===== src/rtl/serial_status_flags.sv =====
module serial_status_flags #(
  parameter int ADDR_W = 2,
  parameter logic [ADDR_W-1:0] STATUS_ADDR = ADDR_W'(0),
  parameter logic [ADDR_W-1:0] DATA_ADDR = ADDR_W'(1)
) (
  input  logic              clk,
  input  logic              rst_n,
  input  logic              rd_en,
  input  logic [ADDR_W-1:0] rd_addr,
  output logic [7:0]        rd_data,
  input  logic              rx_full_set,
  input  logic              noise_set,
  input  logic              push_active,
  input  logic              bit_sample,
  input  logic              tx_bit,
  input  logic              bus_bit,
  input  logic              rx_irq_en,
  output logic              irq
);
  localparam int NFLAG = 3;

  logic [NFLAG-1:0] flag_q, snap_q, set_vec;
  logic st_rd, dt_rd, err_evt;

  assign st_rd   = rd_en && (rd_addr == STATUS_ADDR);
  assign dt_rd   = rd_en && (rd_addr == DATA_ADDR);
  assign err_evt = push_active && bit_sample && (tx_bit != bus_bit);
  assign set_vec = {rx_full_set, err_evt, noise_set};

  always_ff @(posedge clk) begin
    if (!rst_n) begin
      flag_q <= '0;
      snap_q <= '0;
      irq    <= 1'b0;
    end else begin
      flag_q <= (dt_rd ? (flag_q & ~snap_q) : flag_q) | set_vec;
      if (st_rd)      snap_q <= flag_q;
      else if (dt_rd) snap_q <= '0;
      irq <= flag_q[2] & rx_irq_en;
    end
  end

  assign rd_data = st_rd ? {2'b11, flag_q[2], 1'b0, flag_q[1], flag_q[0], 2'b00} : 8'h00;
endmodule



===== config.mk =====
export PLATFORM = sky130hd
export DESIGN_NAME = serial_status_flags
export DESIGN_NICKNAME = d
export VERILOG_FILES = /design/src/rtl/serial_status_flags.sv
export SDC_FILE = /design/constraint.sdc
export NUM_CORES = 1
export LEC_CHECK = 0
export BUFFER_PORTS_ARGS = -buffer_cell sky130_fd_sc_hd__buf_2
export CELL_PAD_IN_SITES_DETAIL_PLACEMENT = 1
export CELL_PAD_IN_SITES_GLOBAL_PLACEMENT = 2
export CORE_AREA = 2 2 43 45
export DETAILED_ROUTE_END_ITERATION = 7
export DIE_AREA = 0 0 45 47
export PLACE_DENSITY = 0.74
export SETUP_SLACK_MARGIN = 0.5
export SYNTH_ARGS = -nofsm -noshare
export SYNTH_HDL_FRONTEND = slang
export SYNTH_SLANG_ARGS = --single-unit

===== constraint.sdc =====
create_clock -name clk -period 2.7 [get_ports clk]
set_clock_uncertainty 0.05 [all_clocks]
set_input_delay 0.675 -clock clk [delete_from_list [all_inputs] [get_ports clk]]
set_output_delay 0.675 -clock clk [all_outputs]
set_load 0.02 [all_outputs]

==> results of run 1 <==
==> layer usage <==
layer | wire length (microns) | part of all wire | GRT usage
met1 | 335 | 0.47 | 0.0977
met2 | 327 | 0.46 | 0.117
met3 | 49 | 0.068 | 0.0346
met4 | 4 | 0.0056 | 0.0353
met5 | 0 | 0 | 0
==> timing repair <==
item / in CTS / in global routing
pin swaps: 1 / 3
endpoints found under the setup margin: 1 / 3
setup buffers: 0 / 1
gates resized for setup: 0 / 10
==> cells in the mapped netlist <==
cell type and n:
a21boi_0 1, a22oi_1 3, a31oi_1 2, and2_1 3
and3_1 1, buf_4 5, conb_1 1, dfxtp_1 7
inv_1 3, nand2_1 1, nand2b_1 1, nand3_1 1
nor2_1 1, nor2b_1 3, nor3b_4 1, o21ai_0 3
xor2_1 1
==> cells in the final DEF, fill, tap and decap left out <==
cell type and n:
a21boi_0 1, buf_6 4, inv_1 3, and3_1 1, nor2_1 1, nor2b_1 3, xor2_1 1, and2_1 1
clkbuf_4 3, conb_1 3, dfxtp_1 7, nor3b_4 1, clkbuf_1 1, a22oi_1 3, and2_4 2, buf_2 13
nand2_1 1, buf_4 1, nand2b_1 1, a31oi_1 2, o21ai_0 3, nand3_1 1
==> power breakdown <==
group | total [mW] | internal (mW) | switching, mW
clock | 0.0953 | 0.0564 | 0.0389
sequential | 0.111 | 0.108 | 0.00283
combinational | 0.0364 | 0.0176 | 0.0187
==> metrics by stage <==
stage                     setup slack [ns]  hold slack, ns
after global routing                 0.496           0.409
after floorplan                      0.760           0.364
after CTS                            0.501           0.389
after global placement               0.520           0.378
final                                0.551           0.389
after detailed placement             0.493           0.382
==> state kept, by name, summed over array words and instances, names as in the netlist <==
register,flops
flag_q,3
irq,1
snap_q,3
==> cell type report <==
class | instances | area share
timing repair buffer | 18 | 0.245
multi-input combinational | 25 | 0.341
clock buffer | 4 | 0.0547
tap | 17 | 0.0443
sequential | 7 | 0.292
inverter | 3 | 0.0234
==> path summary, 6_finish.rpt <==
path,startpoint,endpoint,cells after the start
worst max-delay path,rd_addr[0],rd_data[3],4
worst max register to register,snap_q[1],flag_q[1],3
worst min-delay path,snap_q[2],flag_q[2],1
worst min register to register,snap_q[2],flag_q[2],1
==> critical path, delay by kind of cell <==
kind / cells / cell delay, ns
and+or+nand+nor: 2 / 0.49
buffers and inverters: 2 / 0.25
==> kinds of logic (layout without fill, tap and decap cells) <==
logic type                Yosys count  count (layout)  share of synthesized area
DFF                                 7               7                      0.412
and+or+nand+nor                    12              12                      0.239
AOI/OAI and AO/OA                   9               9                      0.169
buffers and inverters               8              25                      0.143
xor gates and xnor gates            1               1                     0.0257
other                               1               3                     0.0110
==> metrics, run 1 <==
Max IR drop VDD=0.182 mV; CTS Root Cell=clkbuf_4; DRC=0; Nets=70; post-route design area=480 sq um; final setup violation count=0; slowest stage delay, CP=0.32 ns; Leak=0.233 nW; Hold-fix buffers, CTS=0; slowest CP cell=nor3b_4; largest area contributor in the netlist=dfxtp_1; # clock sinks=7; Via density=4.24; Final Total Pwr=0.242 mW; ANT nets after route=0; DR vias=314; area grow syn2layout=41.2%; fillers=214; pins over their slew limit=0; first-pass GRT wire length=1160 microns; WP data required=1.98 ns; GR Overflow Total=0; Die ar.=2120 sq um; RSZ-0062 raised after global routing=no; largest net degree at the start of global routing=9; synthesized area=340 sq um; routed wire length=717 microns; Post-Synthesis Cells=38; Die Ht=47 microns; worst path cell trace=buf_6 -> nor3b_4 -> and2_1 -> buf_2; layout cells sized above 1=0.421; post-synth top area share=0.412; Core ar.=1650 sq um; Mapped Avg Cell Area=8.96 sq um; PortBufs=17; Ys Warns=0; Hold Path Class=flop to flop; antenna violations before repair=0; CTS tree=yes; Die Wd=45 microns; Crit Path Class=input pin to output port; fmax=465 MHz; ranking of synthesized cells by area=dfxtp_1, buf_4, a22oi_1; CTS max path bufs=2; CP Capture Type=output port; Worst R2R Setup Slack=1.95 ns; area of the multi-input gates=164 sq um; wire per inst=9.69 microns; initial drt markers=7; initial core utilization=0.206; outcome=finished, final reports clean; Period minus WS final=2.15 ns; total CTS buffers=3; final std cells w/o fill=74; Seq cells post-synth=7; Clk Latency, worst-skew pair=0.25 ns; startpoint types=input pin; Layout Utilization=0.291; post-synth cell types=17; first-pass iteration count of the detailed router=4; io pins=21; placed cell area=417 sq um; CP max FO=8; final hold violations=0; # H-tree levels=1; vias in the first global route=283; n_diodes=0; DP Cell Count=69; Core Rows=15; Clock transition at path regs=0.05 ns; sequential area share after synthesis=0.412; setup_tns=0 ns; fin crit share=0.796; Pwr per Cell Area=505 nW/um^2; sequential cell area=140 sq um; gpl congestion=0.626; max-cap violations=0; All-Layer GR Usage=0.0784; Worst Path Arrival=1.42 ns
Power figures use the tool's default switching activity.
==> run 2, diff against run 1 <==
--- a/config.mk
+++ b/config.mk
@@ -5,13 +5,14 @@
 export SDC_FILE = /design/constraint.sdc
 export NUM_CORES = 1
 export LEC_CHECK = 0
+export ABC_AREA = 1
 export BUFFER_PORTS_ARGS = -buffer_cell sky130_fd_sc_hd__buf_2
 export CELL_PAD_IN_SITES_DETAIL_PLACEMENT = 1
 export CELL_PAD_IN_SITES_GLOBAL_PLACEMENT = 2
-export CORE_AREA = 2 2 43 45
+export CORE_AREA = 2 2 48 50
 export DETAILED_ROUTE_END_ITERATION = 7
-export DIE_AREA = 0 0 45 47
-export PLACE_DENSITY = 0.74
+export DIE_AREA = 0 0 50 52
+export PLACE_DENSITY = 0.68
 export SETUP_SLACK_MARGIN = 0.5
 export SYNTH_ARGS = -nofsm -noshare
 export SYNTH_HDL_FRONTEND = slang
==> constraint.sdc (replaced) <==
create_clock -name clk -period 1.9 [get_ports clk]
set_clock_uncertainty 0.05 [all_clocks]
set_input_delay 0.475 -clock clk [delete_from_list [all_inputs] [get_ports clk]]
set_output_delay 0.475 -clock clk [all_outputs]
set_load 0.02 [all_outputs]
==> metrics, run 2 <==
ys flop type=dfxtp_1; Top Registers=flag_q: 3 flops, snap_q: 3 flops, irq: 1 flops; Core ar.=2110 sq um; HPWL Detailed=644 microns; synth cell count leaders=nand2_1, inv_1, dfxtp_1; Crit Path Class=input pin to output port; setup_tns=0 ns; Via density=3.84; startpoint types=input pin; pins over their slew limit=0; # clock sinks=7; # H-tree levels=1; gpl congestion=0.660; crit path buf inv count=4; Hold Path Origin=rx_full_set; sequential cell area=140 sq um; final hold violations=0; Mapped Avg Cell Area=7.12 sq um; slowest CP cell=nor2_4; Clk Latency, worst-skew pair=0.24 ns; CP max FO=5; area grow syn2layout=66.7%; Die Wd=50 microns; largest net degree at the start of global routing=7; RSZ-0062 raised after global routing=yes; Die ar.=2600 sq um; GR Overflow Total=0; Async S/R FF share, synth=0; max-cap violations=0; CTS Root Cell=clkbuf_4; All-Layer GR Usage=0.0771; ANT nets after route=0; reg-to-reg startpoint=flag_q[2]; Die Ht=52 microns; vias in the first global route=387; area of the multi-input gates=163 sq um; WP data required=1.37 ns; post-synth top area share=0.410; ranking of synthesized cells by area=dfxtp_1, nand2_1, buf_4; Period minus WS final=1.61 ns; first-pass GRT wire length=1490 microns; total CTS buffers=3; post-synth cell types=12; n_diodes=0; DRC=0; Hold Path Class=input pin to flop; CP delay by family, top=buffers and inverters; initial drt markers=4; Worst Path Arrival=1.08 ns; PortBufs=17; hold_ws=0.380 ns; commonest cells after routing, fill and taps aside=buf_2, nand2_1, dfxtp_1; Nets=84; Final Total Pwr=0.359 mW; outcome=finished, final reports clean; Core Rows=17; wire per inst=8.59 microns; io pins=21; Leak=0.286 nW; fin crit share=0.845; Post-synth EDFFs=0; Clock transition at path regs=0.05 ns; fillers=262; CTS max path bufs=2; commonest non-fill, non-tap cell in the layout=buf_2; layout cells sized above 1=0.479; fmax=623 MHz; min setup slack post-route=0.294 ns; Post-Synthesis Cells=48; CTS tree=yes; antenna violations before repair=0; pre-CTS setup slack=0.139 ns; CP Capture Type=output port; Critical Path Start=rd_addr[1]; slowest stage delay, CP=0.16 ns; Max IR drop VDD=0.179 mV; DR vias=380; first-pass iteration count of the detailed router=2; synthesized area=342 sq um; sequential area share after synthesis=0.410; Seq cells post-synth=7; initial core utilization=0.162; largest area contributor in the netlist=dfxtp_1; top-count cell post-synth=nand2_1; final setup violation count=0; Ys Warns=0; Pwr per Cell Area=631 nW/um^2; worst path cell trace=buf_12 -> inv_16 -> nand2_8 -> nor2_4 -> nand2_2 -> inv_2 -> buf_6; routed wire length=850 microns
-- run 2: where the power goes --
part | leakage [nW] | switching, mW | internal (mW)
clock network | 0.0150 | 0.0521 | 0.0800
logic | 0.214 | 0.0369 | 0.0317
registers | 0.0575 | 0.00449 | 0.154
total | 0.286 | 0.0935 | 0.266
-- run 2: cells by family after synthesis --
family | Yosys count | synth area share
other | 1 | 0.0110
AND/OR/NAND/NOR | 22 | 0.308
buffers and inverters | 13 | 0.198
AO/OA/AOI/OAI | 5 | 0.0732
flip-flops | 7 | 0.410
-- run 2: final cells by class --
cell class / count / area share
multi-input combinational: 30 / 0.286
timing repair buffer: 22 / 0.279
clock buffer: 4 / 0.0462
inverter: 8 / 0.0813
sequential: 7 / 0.246
tap: 28 / 0.0615
-- run 2: final timing paths --
kind                            slack [ns]  cells past startpoint    endpoint
worst max register to register        1.07                      3   snap_q[2]
worst min-delay path                  0.38                      3   flag_q[2]
worst max-delay path                  0.29                      7  rd_data[3]
worst min register to register        0.41                      2         irq
-- run 2: metrics by stage --
step                      utilization  std cells  cell area [sq um]
after CTS                       0.270         99                569
final                           0.270         99                569
after detailed placement        0.223         90                469
after global routing            0.270         99                569
after floorplan                     -         50                387
after global placement          0.223         90                469
-- run 2: metal layers --
metal / track usage / wire length (microns) / vias up
li1: - / - / 187
met1: 0.0664 / 307 / 180
met2: 0.154 / 492 / 11
met3: 0.0172 / 36 / 2
met4: 0.0556 / 12 / 0
met5: 0 / 0 / -
-- run 2: worst min-delay path: stages --
cell and delay, ns:
buf_2 0.08, nand2_1 0.04, nand2_1 0.05
-- run 2: timing repair --
item                       4_1_cts  5_1_grt
gates resized for setup         11        0
setup endpoints to repair        5        5
buffers inserted                 5        0
pin swaps                        5        1
hold buffers                     0        0
gates cloned                     0        0
==> run 3, diff against run 2 <==
--- a/config.mk
+++ b/config.mk
@@ -5,14 +5,14 @@
 export SDC_FILE = /design/constraint.sdc
 export NUM_CORES = 1
 export LEC_CHECK = 0
-export ABC_AREA = 1
+export ABC_AREA = 0
 export BUFFER_PORTS_ARGS = -buffer_cell sky130_fd_sc_hd__buf_2
 export CELL_PAD_IN_SITES_DETAIL_PLACEMENT = 1
 export CELL_PAD_IN_SITES_GLOBAL_PLACEMENT = 2
-export CORE_AREA = 2 2 48 50
+export CORE_AREA = 2 2 47 49
 export DETAILED_ROUTE_END_ITERATION = 7
-export DIE_AREA = 0 0 50 52
-export PLACE_DENSITY = 0.68
+export DIE_AREA = 0 0 49 51
+export PLACE_DENSITY = 0.66
 export SETUP_SLACK_MARGIN = 0.5
 export SYNTH_ARGS = -nofsm -noshare
 export SYNTH_HDL_FRONTEND = slang
==> constraint.sdc (replaced) <==
create_clock -name clk -period 1.35 [get_ports clk]
set_clock_uncertainty 0.05 [all_clocks]
set_input_delay 0.3375 -clock clk [delete_from_list [all_inputs] [get_ports clk]]
set_output_delay 0.3375 -clock clk [all_outputs]
set_load 0.02 [all_outputs]
==> metrics, run 3 (synthesis results as in run 1) <==
setup_tns=-0.229 ns; # clock sinks=7; All-Layer GR Usage=0.0859; fmax=708 MHz; Core Rows=17; gpl congestion=0.669; Hold Path Class=input pin to flop; layout cells sized above 1=0.590; violated checks=negative setup slack; first-pass GRT wire length=1550 microns; GR Overflow Total=0; Worst Path Arrival=1.03 ns; Hold-fix buffers, CTS=0; WHS Path Cells=2; Top Registers=flag_q: 3 flops, snap_q: 3 flops, irq: 1 flops; Max IR drop VDD=0.260 mV; Die ar.=2500 sq um; CP max FO=5; CTS tree=yes; ANT nets after route=0; area grow syn2layout=75.4%; largest net degree at the start of global routing=8; outcome=finished, violations left; CTS Root Cell=clkbuf_4; Nets=74; routed wire length=959 microns; io pins=21; initial drt markers=1; startpoint types=input pin; PortBufs=17; total CTS buffers=3; Die Wd=49 microns; HPWL Detailed=707 microns; first-pass iteration count of the detailed router=2; DR vias=339; Clk Latency, worst-skew pair=0.25 ns; Leak=0.270 nW; RSZ-0062 raised after global routing=yes; wire per inst=10.8 microns; Core ar.=2060 sq um; final std cells w/o fill=89; commonest cells after routing, fill and taps aside=buf_2, buf_6, dfxtp_1; max-cap violations=0; # H-tree levels=1; WP data required=0.96 ns; DP Cell Count=84; CTS max path bufs=2; initial core utilization=0.165; FF-to-FF path depth=2; final setup violation count=5; vias in the first global route=344; Die Ht=51 microns; Clock transition at path regs=0.05 ns; pins over their slew limit=0; DRC=0; CP Capture Type=output port; min setup slack post-route=-0.0632 ns; n_diodes=0; final hold violations=0; Crit Path Class=input pin to output port; Period minus WS final=1.41 ns; antenna violations before repair=0; fin crit share=1.05; Pwr per Cell Area=868 nW/um^2; Via density=3.81
run 3: where the power goes:
group | switching, mW | internal [mW]
Clock | 0.0807 | 0.113
Sequential | 0.00864 | 0.216
Combinational | 0.0459 | 0.0536
Total | 0.135 | 0.383
run 3: layout make-up:
class	count	area [sq um]
Fill cell	255	1470
Tap cell	28	35.0
Multi-Input combinational cell	25	200
Timing Repair Buffer	22	183
Inverter	3	11.3
Clock buffer	4	26.3
Sequential cell	7	141
run 3: routing by layer:
| layer | vias up | global-route usage | share of wire |
|---|---|---|---|
| li1 | 166 | - | - |
| met1 | 158 | 0.0835 | 0.39 |
| met2 | 13 | 0.148 | 0.55 |
| met3 | 2 | 0.0117 | 0.044 |
| met4 | 0 | 0.100 | 0.020 |
| met5 | - | 0 | 0 |
run 3: critical path: stages:
cell and delay [ns]:
buf_8 0.10, nor3b_4 0.27, and2_4 0.21, buf_6 0.11
run 3: final timing paths:
check	endpoint	from	slack, ns
max	rd_data[2]	rd_addr[0]	-0.06
min	irq	rx_irq_en	0.27
max reg2reg	flag_q[2]	flag_q[2]	0.60
min reg2reg	flag_q[2]	snap_q[2]	0.42
run 3: what timing repair did:
item	in CTS	in global routing
setup buffers	0	1
pin swaps	3	3
endpoints found under the setup margin	11	11
cloned	0	0
resized for setup	21	9
run 3: metrics by stage:
step                hold slack [ns]  power (mW)  setup slack, ns   util  cell area, sq um
global placement              0.377       0.302          -0.0793  0.229               472
finish                        0.267       0.518          -0.0632  0.289               597
CTS                           0.256       0.519          -0.0800  0.270               558
floorplan                     0.365       0.272            0.115      -               359
global route                  0.276       0.551           -0.106  0.289               597
detailed placement            0.390       0.304           -0.119  0.229               472
